`src/rtl/desc_split_pkg.sv`:
```
package desc_split_pkg;

    localparam int WORD_W  = 32;
    localparam int WIN_W   = 16;
    localparam int PIECE_W = WIN_W + 1;

    typedef enum logic [1:0] {
        ST_ACCEPT,
        ST_PIECE,
        ST_FINISH,
        ST_DRAIN
    } split_state_e;

    typedef struct packed {
        logic ovf;
        logic empty;
    } tbl_flags_t;

    // Standard encoding: low half of the byte count (64 KB wraps to zero).
    function automatic logic [WORD_W-1:0] enc_std(input logic [PIECE_W-1:0] bytes);
        return {{(WORD_W-WIN_W){1'b0}}, bytes[WIN_W-1:0]};
    endfunction

    // Alternate encoding: (32-bit words - 1) placed in the upper half.
    function automatic logic [WORD_W-1:0] enc_alt(input logic [PIECE_W-1:0] bytes);
        logic [PIECE_W-3:0] words;
        words = bytes[PIECE_W-1:2];
        return {1'b0, words - 1'b1, {WIN_W{1'b0}}};
    endfunction

endpackage

```
`src/rtl/desc_piece_calc.sv`:
```
module desc_piece_calc
    import desc_split_pkg::*;
#(
    parameter int LEN_W = 32
) (
    input  logic [WORD_W-1:0]  addr,
    input  logic [LEN_W-1:0]   rem,
    input  logic               split_en,
    input  logic               alt_en,
    output logic [PIECE_W-1:0] piece,
    output logic [LEN_W-1:0]   rem_next
);
    localparam int CMP_W = (LEN_W > PIECE_W) ? LEN_W : PIECE_W;
    localparam logic [PIECE_W-1:0] FULL_WIN = PIECE_W'(1) << WIN_W;
    localparam logic [PIECE_W-1:0] HALF_WIN = PIECE_W'(1) << (WIN_W - 1);

    logic [PIECE_W-1:0] win_left;
    logic [CMP_W-1:0]   rem_ext;
    logic [CMP_W-1:0]   win_ext;
    logic [PIECE_W-1:0] take;

    always_comb begin
        win_left = FULL_WIN - {1'b0, addr[WIN_W-1:0]};
        rem_ext  = CMP_W'(rem);
        win_ext  = CMP_W'(win_left);
        take     = (rem_ext < win_ext) ? rem_ext[PIECE_W-1:0] : win_left;
        if (split_en && !alt_en && take == FULL_WIN)
            take = HALF_WIN;
        piece    = take;
        rem_next = LEN_W'(rem_ext - CMP_W'(take));
    end

endmodule

```
`src/rtl/desc_count_enc.sv`:
```
module desc_count_enc
    import desc_split_pkg::*;
(
    input  logic [PIECE_W-1:0] piece,
    input  logic               alt_en,
    output logic [WORD_W-1:0]  count_word
);
    always_comb begin
        count_word = alt_en ? enc_alt(piece) : enc_std(piece);
    end
endmodule

```
`src/rtl/desc_splitter.sv`:
```
module desc_splitter
    import desc_split_pkg::*;
#(
    parameter int LEN_W       = 32,
    parameter int TABLE_DEPTH = 256,
    localparam int CNT_W      = $clog2(TABLE_DEPTH + 1)
) (
    input  logic              clk,
    input  logic              rst,
    input  logic              cfg_split_full,
    input  logic              cfg_alt_enc,
    input  logic              seg_valid,
    output logic              seg_ready,
    input  logic [31:0]       seg_addr,
    input  logic [LEN_W-1:0]  seg_len,
    input  logic              seg_last,
    output logic              out_valid,
    input  logic              out_ready,
    output logic [31:0]       out_word,
    output logic              out_last,
    output logic              tbl_done,
    output logic [CNT_W-1:0]  tbl_count,
    output logic              tbl_overflow,
    output logic              tbl_empty
);
    localparam logic [WORD_W-1:0] END_MARK = WORD_W'(1) << (WORD_W - 1);
    localparam logic [CNT_W-1:0]  CAP      = CNT_W'(TABLE_DEPTH);

    split_state_e       state;
    logic [WORD_W-1:0]  cur_addr;
    logic [LEN_W-1:0]   cur_rem;
    logic               last_q;
    logic [WORD_W-1:0]  held_word;
    logic               held_v;
    logic [CNT_W-1:0]   n_desc;

    logic [PIECE_W-1:0] piece;
    logic [LEN_W-1:0]   rem_next;
    logic [WORD_W-1:0]  cnt_word;
    logic               at_cap;
    logic               complete;
    tbl_flags_t         cmpl_flags;
    tbl_flags_t         res_flags;
    logic [CNT_W-1:0]   res_count;
    logic               done_q;

    desc_piece_calc #(.LEN_W(LEN_W)) u_piece (
        .addr     (cur_addr),
        .rem      (cur_rem),
        .split_en (cfg_split_full),
        .alt_en   (cfg_alt_enc),
        .piece    (piece),
        .rem_next (rem_next)
    );

    desc_count_enc u_enc (
        .piece      (piece),
        .alt_en     (cfg_alt_enc),
        .count_word (cnt_word)
    );

    assign at_cap = (n_desc == CAP);

    always_comb begin
        seg_ready = (state == ST_ACCEPT) || (state == ST_DRAIN);
        out_valid = ((state == ST_PIECE) && !at_cap) ||
                    ((state == ST_FINISH) && held_v);
        out_last  = (state == ST_FINISH) && held_v;
        if (state == ST_FINISH)
            out_word = held_word | (cfg_alt_enc ? '0 : END_MARK);
        else
            out_word = held_v ? held_word : cur_addr;
    end

    always_comb begin
        complete   = 1'b0;
        cmpl_flags = '0;
        unique case (state)
            ST_PIECE: if (at_cap && last_q) begin
                complete       = 1'b1;
                cmpl_flags.ovf = 1'b1;
            end
            ST_FINISH: if (!held_v) begin
                complete         = 1'b1;
                cmpl_flags.empty = 1'b1;
            end else if (out_ready) begin
                complete = 1'b1;
            end
            ST_DRAIN: if (seg_valid && seg_last) begin
                complete       = 1'b1;
                cmpl_flags.ovf = 1'b1;
            end
            default: ;
        endcase
    end

    always_ff @(posedge clk) begin
        if (rst) begin
            state     <= ST_ACCEPT;
            cur_addr  <= '0;
            cur_rem   <= '0;
            last_q    <= 1'b0;
            held_word <= '0;
            held_v    <= 1'b0;
            n_desc    <= '0;
        end else if (complete) begin
            state  <= ST_ACCEPT;
            held_v <= 1'b0;
            n_desc <= '0;
        end else begin
            unique case (state)
                ST_ACCEPT: if (seg_valid) begin
                    cur_addr <= seg_addr;
                    cur_rem  <= seg_len;
                    last_q   <= seg_last;
                    if (seg_len != '0)
                        state <= ST_PIECE;
                    else if (seg_last)
                        state <= ST_FINISH;
                end
                ST_PIECE: if (at_cap) begin
                    held_v <= 1'b0;
                    state  <= ST_DRAIN;
                end else if (out_ready) begin
                    if (held_v) begin
                        held_v <= 1'b0;
                    end else begin
                        held_word <= cnt_word;
                        held_v    <= 1'b1;
                        n_desc    <= n_desc + CNT_W'(1);
                        cur_addr  <= cur_addr + WORD_W'(piece);
                        cur_rem   <= rem_next;
                        if (rem_next == '0)
                            state <= last_q ? ST_FINISH : ST_ACCEPT;
                    end
                end
                default: ;
            endcase
        end
    end

    always_ff @(posedge clk) begin
        if (rst) begin
            done_q    <= 1'b0;
            res_count <= '0;
            res_flags <= '0;
        end else begin
            done_q <= complete;
            if (complete) begin
                res_flags <= cmpl_flags;
                res_count <= (cmpl_flags.ovf || cmpl_flags.empty) ? '0 : n_desc;
            end
        end
    end

    assign tbl_done     = done_q;
    assign tbl_count    = res_count;
    assign tbl_overflow = res_flags.ovf;
    assign tbl_empty    = res_flags.empty;

endmodule

```
`config.mk`:
```
export PLATFORM = sky130hd
export DESIGN_NAME = desc_splitter
export DESIGN_NICKNAME = d
export VERILOG_FILES = /design/src/rtl/desc_split_pkg.sv /design/src/rtl/desc_piece_calc.sv /design/src/rtl/desc_count_enc.sv /design/src/rtl/desc_splitter.sv
export SDC_FILE = /design/constraint.sdc
export NUM_CORES = 1
export LEC_CHECK = 0
export ABC_CLOCK_PERIOD_IN_PS = 11000
export CAP_MARGIN = 20
export CORE_UTILIZATION = 60
export CTS_CLUSTER_DIAMETER = 150
export DETAILED_ROUTE_END_ITERATION = 10
export PLACE_DENSITY_LB_ADDON = 0.1
export SYNTH_ARGS = -nofsm -noshare
export SYNTH_HDL_FRONTEND = slang
export SYNTH_SLANG_ARGS = --single-unit
```
`constraint.sdc`:
```
create_clock -name clk -period 11 [get_ports clk]
set_input_delay 1.1 -clock clk [delete_from_list [all_inputs] [get_ports clk]]
set_output_delay 1.1 -clock clk [all_outputs]
set_load 0.005 [all_outputs]
```
-- Word-level counts from Yosys, hierarchy flattened
Cells that the tools add are included.
Widths: inputs -> output; s select.
- word-level logic and storage cells: 93
- input bits: 71
- register bits after elaboration: 121
- output and inout bits: 47
- reductions and logical operators: 23
- bitwise operators: 4
- mux-type cells: 36
- eq/ne operators: 13
- add/sub/neg operators: 5
- order comparisons: 1
- operator list (cell ; number):
    $mux 32 ; 11
    $pmux 32 s2 ; 2
    $mux 17 ; 2
    $add 32x17->32 ; 1
    $logic_not 32->1 ; 1
    $lt 32x17->1 ; 1
    $or 32x32->32 ; 1
    $reduce_bool 32->1 ; 1
    $sub 32x17->32 ; 1
    $mux 31 ; 1
    $eq 17x17->1 const B ; 1
    $sub 17x16->17 const A ; 1
    $mux 2 ; 8
    $sub 15x1->15 const B ; 1
    $reduce_and 6->1 ; 2
    $add 9x1->9 const B ; 1
    $eq 9x9->1 const B ; 1
    $mux 9 ; 1
    $mux 1 ; 8
    $ne 2x2->1 const B ; 4
    $logic_and 1x1->1 ; 6
    $ne 3x2->1 const B ; 2
    $ne 3x3->1 const B ; 2
    $reduce_and 5->1 ; 1
    other kinds (14) ; 21

-- Logic depth before layout (Yosys ltp)
- word-level depth: 13
- depth in mapped cells: 30
- mapped depth without buffers: 27

-- By module
Synthesis repeated with hierarchy kept, for this count alone.
- cell total of the unflattened synthesis: 1178
- area, all modules: 9263.9 sq um
- by module, submodules not included (module ; seq. area each (sq um) ; instances ; area an instance (sq um) ; cells an instance):
    desc_splitter ; 2422.3 ; 1 ; 6755.2 ; 810
    desc_piece_calc ; 0.0 ; 1 ; 1993.2 ; 290
    desc_count_enc ; 0.0 ; 1 ; 515.5 ; 78

-- Least setup slack after synthesis
Ideal clock, no wire load.
- path type: register -> register
- from: register cur_addr[1]
- to: register state[1]
- setup time: 0.067 ns
- period minus slack after synthesis: 6.283 ns
- data required time: 10.933 ns
- path slack: 4.717 ns
- cell stages (with the launch flop): 29
- path buffers: 3
- arrival: 6.215 ns
- cell sequence: dfxtp_1 -> inv_1 -> ha_1 -> clkbuf_1 -> or3b_1 -> or4_1 -> xor2_1 -> clkinv_1 -> ha_1 -> nor2b_1 -> nor3_1 -> a2111oi_0 -> a21oi_2 -> buf_2 -> buf_1 -> nand2_1 -> o21ai_1 -> ha_1 -> fa_1 -> nand2b_1 -> a21oi_2 -> o21bai_4 -> a211o_1 -> and2_1 -> a2111oi_0 -> and4_1 -> nand4_1 -> a22o_1 -> a21oi_2
- cells in the longest elaborated chain, start to end: 10
- RTL lines (what ; RTL line ; text):
    from (decl) ; desc_splitter.sv:30 ; logic [WORD_W-1:0] cur_addr;
    from (signal assigned) ; desc_splitter.sv:113 ; cur_addr <= seg_addr;
    from (signal assigned) ; desc_splitter.sv:131 ; cur_addr <= cur_addr + WORD_W'(piece);
    $sub 17x16->17 (*) ; desc_piece_calc.sv:23 ; win_left = FULL_WIN - {1'b0, addr[WIN_W-1:0]};
    $lt 32x17->1 ; desc_piece_calc.sv:26 ; take = (rem_ext < win_ext) ? rem_ext[PIECE_W-1:0] : win_left;
    $mux 17 (*) ; desc_piece_calc.sv:26 ;
    $eq 17x17->1 ; desc_piece_calc.sv:27 ; if (split_en && !alt_en && take == FULL_WIN)
    $logic_and 1x1->1 ; desc_piece_calc.sv:27 ;
    $mux 17 (*) ; desc_piece_calc.sv:27 ;
    $sub 32x17->32 (*) ; desc_piece_calc.sv:30 ; rem_next = LEN_W'(rem_ext - CMP_W'(take));
    $logic_not 32->1 (*) ; desc_splitter.sv:133 ; if (rem_next == '0)
    $ne 3x2->1 (no line) (*) ; n/a ;
    $reduce_and 6->1 (no line) (*) ; n/a ;
    to (signal assigned) ; desc_splitter.sv:134 ; state <= last_q ? ST_FINISH : ST_ACCEPT;
    to (decl) ; desc_splitter.sv:29 ; split_state_e state;
Mark *: on every way between the ends. The rest lies on a longest branch, timed or not.
A chain may end at the register's enable or synchronous reset.

-- Final worst setup path
Same ends and word-level chain as after synthesis.

==> run metrics <==
status=completed; nets@finish=1,513; Comb pwr share=about half; clock tree buffer depth=2; share of cells above drive strength 1=7.53%; Initial Util=approximately three fifths; critical path's most frequent cell=ha_1; endpoint class of the critical path=flop; number of antenna diodes=0; sw power=between 1 and 1.5 mW; RSZ-0062 raised after global routing=false; Reg clk slew, reported paths=70 ps; gpl congestion=approximately 1.0; routed via count=about 10,000; first-pass GRT wire length=48,600 µm; sequential cell area=0.00240 mm²; final setup violation count=0; register area share after synthesis=24.3%; Int Pwr=1.25 mW; largest net degree at the start of global routing=~100; nature of the critical path startpoint=flop; drt first pass iters=5; clock sinks=120; antenna viol nets, final=0; Hold Crit Class=flop to flop; cells after synthesis=1,322; GR Overflow Total=0; initial antenna violation count=0; Rows=46; initial drt markers=993; Synth area leader=dfxtp_1; Setup TNS=0 ps; Hold Buf Count CTS=0; CTS Buf Count=17; count leader, synth=nor2_1; Final Cycle Share=between 60% and 70%; Final Slew Violations=0; multi-input logic area=0.00692 mm²; area grow syn2layout=17.7%; Clock Skew=~14 ps; max cap viols=0; Synth Area per Inst=7.48 µm²; clock latency on the worst-skew pair=440 ps; top cells by area, synth=dfxtp_1 24%, ha_1 7.5%, nor2_1 6.0%, a21oi_1 5.4%, nand2_1 4.8%; PD cells=195 mW/mm²; Post-Syn Area=0.00989 mm²; peak supply drop=0.000163 V; WL/cell=around 19 µm; final wirelength=roughly 31,000 µm; I/O Buffers=roughly 120; gr usage total=36.7%; ys async rst share=0%; die height=130 µm; family with the most delay on the worst path=compound AO/OA/AOI/OAI gates; area share of the largest cell type after synthesis=24.3%; CP max FO=30; Top FF cell, synth=dfxtp_1; min Tclk post-route=around 7500 ps; Root Driver=clkbuf_16; Post-synth EDFFs=0; Syn Nets=about 1,500; htree depth=4; DRC=0; YS warnings=0; max frequency=between 100 and 150 MHz; CP bufs+invs=3; Critical Path RT=~11,000 ps; postcts setup bufs=0; Die Span X=130 µm; full die area=0.0170 mm²; Pleak=about 4.6 nW; clock share of power=25.2%; kind of critical path=flop to flop; CP arrival=7910 ps; vias per inst=roughly 6.4; fillers=1,339; fin worst setup slack=~3500 ps; Setup WS pre-CTS=3540 ps; Reg power frac=about a quarter; slowest library cell on the worst path=a2111oi_0; IO Count=118; Least-Margin Pin Slew=1110 ps; Synth Register Bits=120; Commonest cells post-synth=158 x nor2_1, 126 x nand2_1, 120 x dfxtp_1; slowest stage delay, CP=900 ps; CTS tree=yes; cts repair resizes=0; Synth cell types=85; core box area=0.0160 mm²; Slew HR=26.1%; vias in the first global route=9,423; Net Sw Frac=44.7%; final hold viol count=0; hpwl dp=around 23,000 µm
[final timing paths]
| kind | start | endpoint | slack (ps) | depth (start not counted) |
|---|---|---|---|---|
| min reg2reg | held_word[28]$_SDFFE_PP0P_ | held_word[28]$_SDFFE_PP0P_ | 450 | 2 |
| min | held_word[28]$_SDFFE_PP0P_ | held_word[28]$_SDFFE_PP0P_ | 450 | 2 |
| max | cur_addr[1]$_SDFFE_PP0P_ | state[1]$_SDFFE_PP0P_ | 3460 | 26 |
| max reg2reg | cur_addr[1]$_SDFFE_PP0P_ | state[1]$_SDFFE_PP0P_ | 3460 | 26 |
[cell type report]
cell class,count,share of cell area (%)
tap,216,2.32
inverter,64,2.06
clock buffer,17,3.66
clock inverter,15,1.32
sequential,120,20.6
multi-input combinational,1054,59.5
timing repair buffer,124,10.5
[cell families after synthesis]
family / after synthesis / share of synthesized area [%]
adders and majority gates: 61 / 7.87
buffers and inverters: 148 / 6.06
DFF: 120 / 24.3
AOI/OAI and AO/OA: 376 / 25.2
xor gates and xnor gates: 61 / 5.40
muxes: 54 / 6.01
and+or+nand+nor: 502 / 25.1
[sequential cells by signal, indices dropped and copies added, names as in the netlist, 2 cells and up]
register,count
held_word,31
tbl_count,9
cur_addr,32
state,2
cur_rem,32
n_desc,9
[metal layers]
layer / track usage [%] / up-vias / routed length (µm)
li1: - / 4942 / -
met1: 50.7 / 4859 / 13800
met2: 57.4 / 503 / 13700
met3: 6.60 / 71 / 2690
met4: 12.7 / 0 / 844
met5: 0 / - / 0
[cells in the final DEF, fill, tap and decap left out, drive strengths merged, types with 7 or more instances in the layout]
cell,instances
a2111oi,7
a211oi,41
a21o,16
a21oi,111
a22o,10
a22oi,20
a311oi,7
a31oi,16
and3,10
buf,8
clkbuf,17
clkdlybuf4s50,116
dfxtp,120
ha,59
inv,73
mux2,33
mux2i,21
nand2,127
nand2b,15
nand3,34
nand3b,12
nand4,17
nor2,158
nor2b,12
nor3,43
nor4,25
o211ai,11
o21ai,70
o21bai,7
o22ai,9
or3,12
xnor2,34
xor2,27
[tightest hold or removal path, delay by kind of cell (launching register included)]
family           cells  cell delay (ps)
AO/OA/AOI/OAI        1               50
flip-flops           1              310
AND/OR/NAND/NOR      1               50
[power by group through the flow]
stage                     clock network [mW]  registers, mW  logic [mW]
after floorplan                            0          0.515       0.845
after global placement                     0          0.549        1.11
after detailed placement                   0          0.550        1.12
after CTS                              0.570          0.541        1.13
after global routing                   0.591          0.549        1.26
final                                  0.570          0.544        1.15
[per-stage QoR]
| stage | instances | hold WS, ps | instance area [µm²] | utilization [%] | power [mW] |
|---|---|---|---|---|---|
| floorplan | 1322 | 429 | 9890 | - | 1.36 |
| global placement | 1578 | 438 | 11100 | 69.1 | 1.66 |
| detailed placement | 1578 | 445 | 11100 | 69.1 | 1.67 |
| CTS | 1610 | 454 | 11600 | 72.7 | 2.24 |
| global route | 1610 | 473 | 11600 | 72.7 | 2.40 |
| finish | 1610 | 449 | 11600 | 72.7 | 2.26 |
Power figures use the tool's default switching activity.
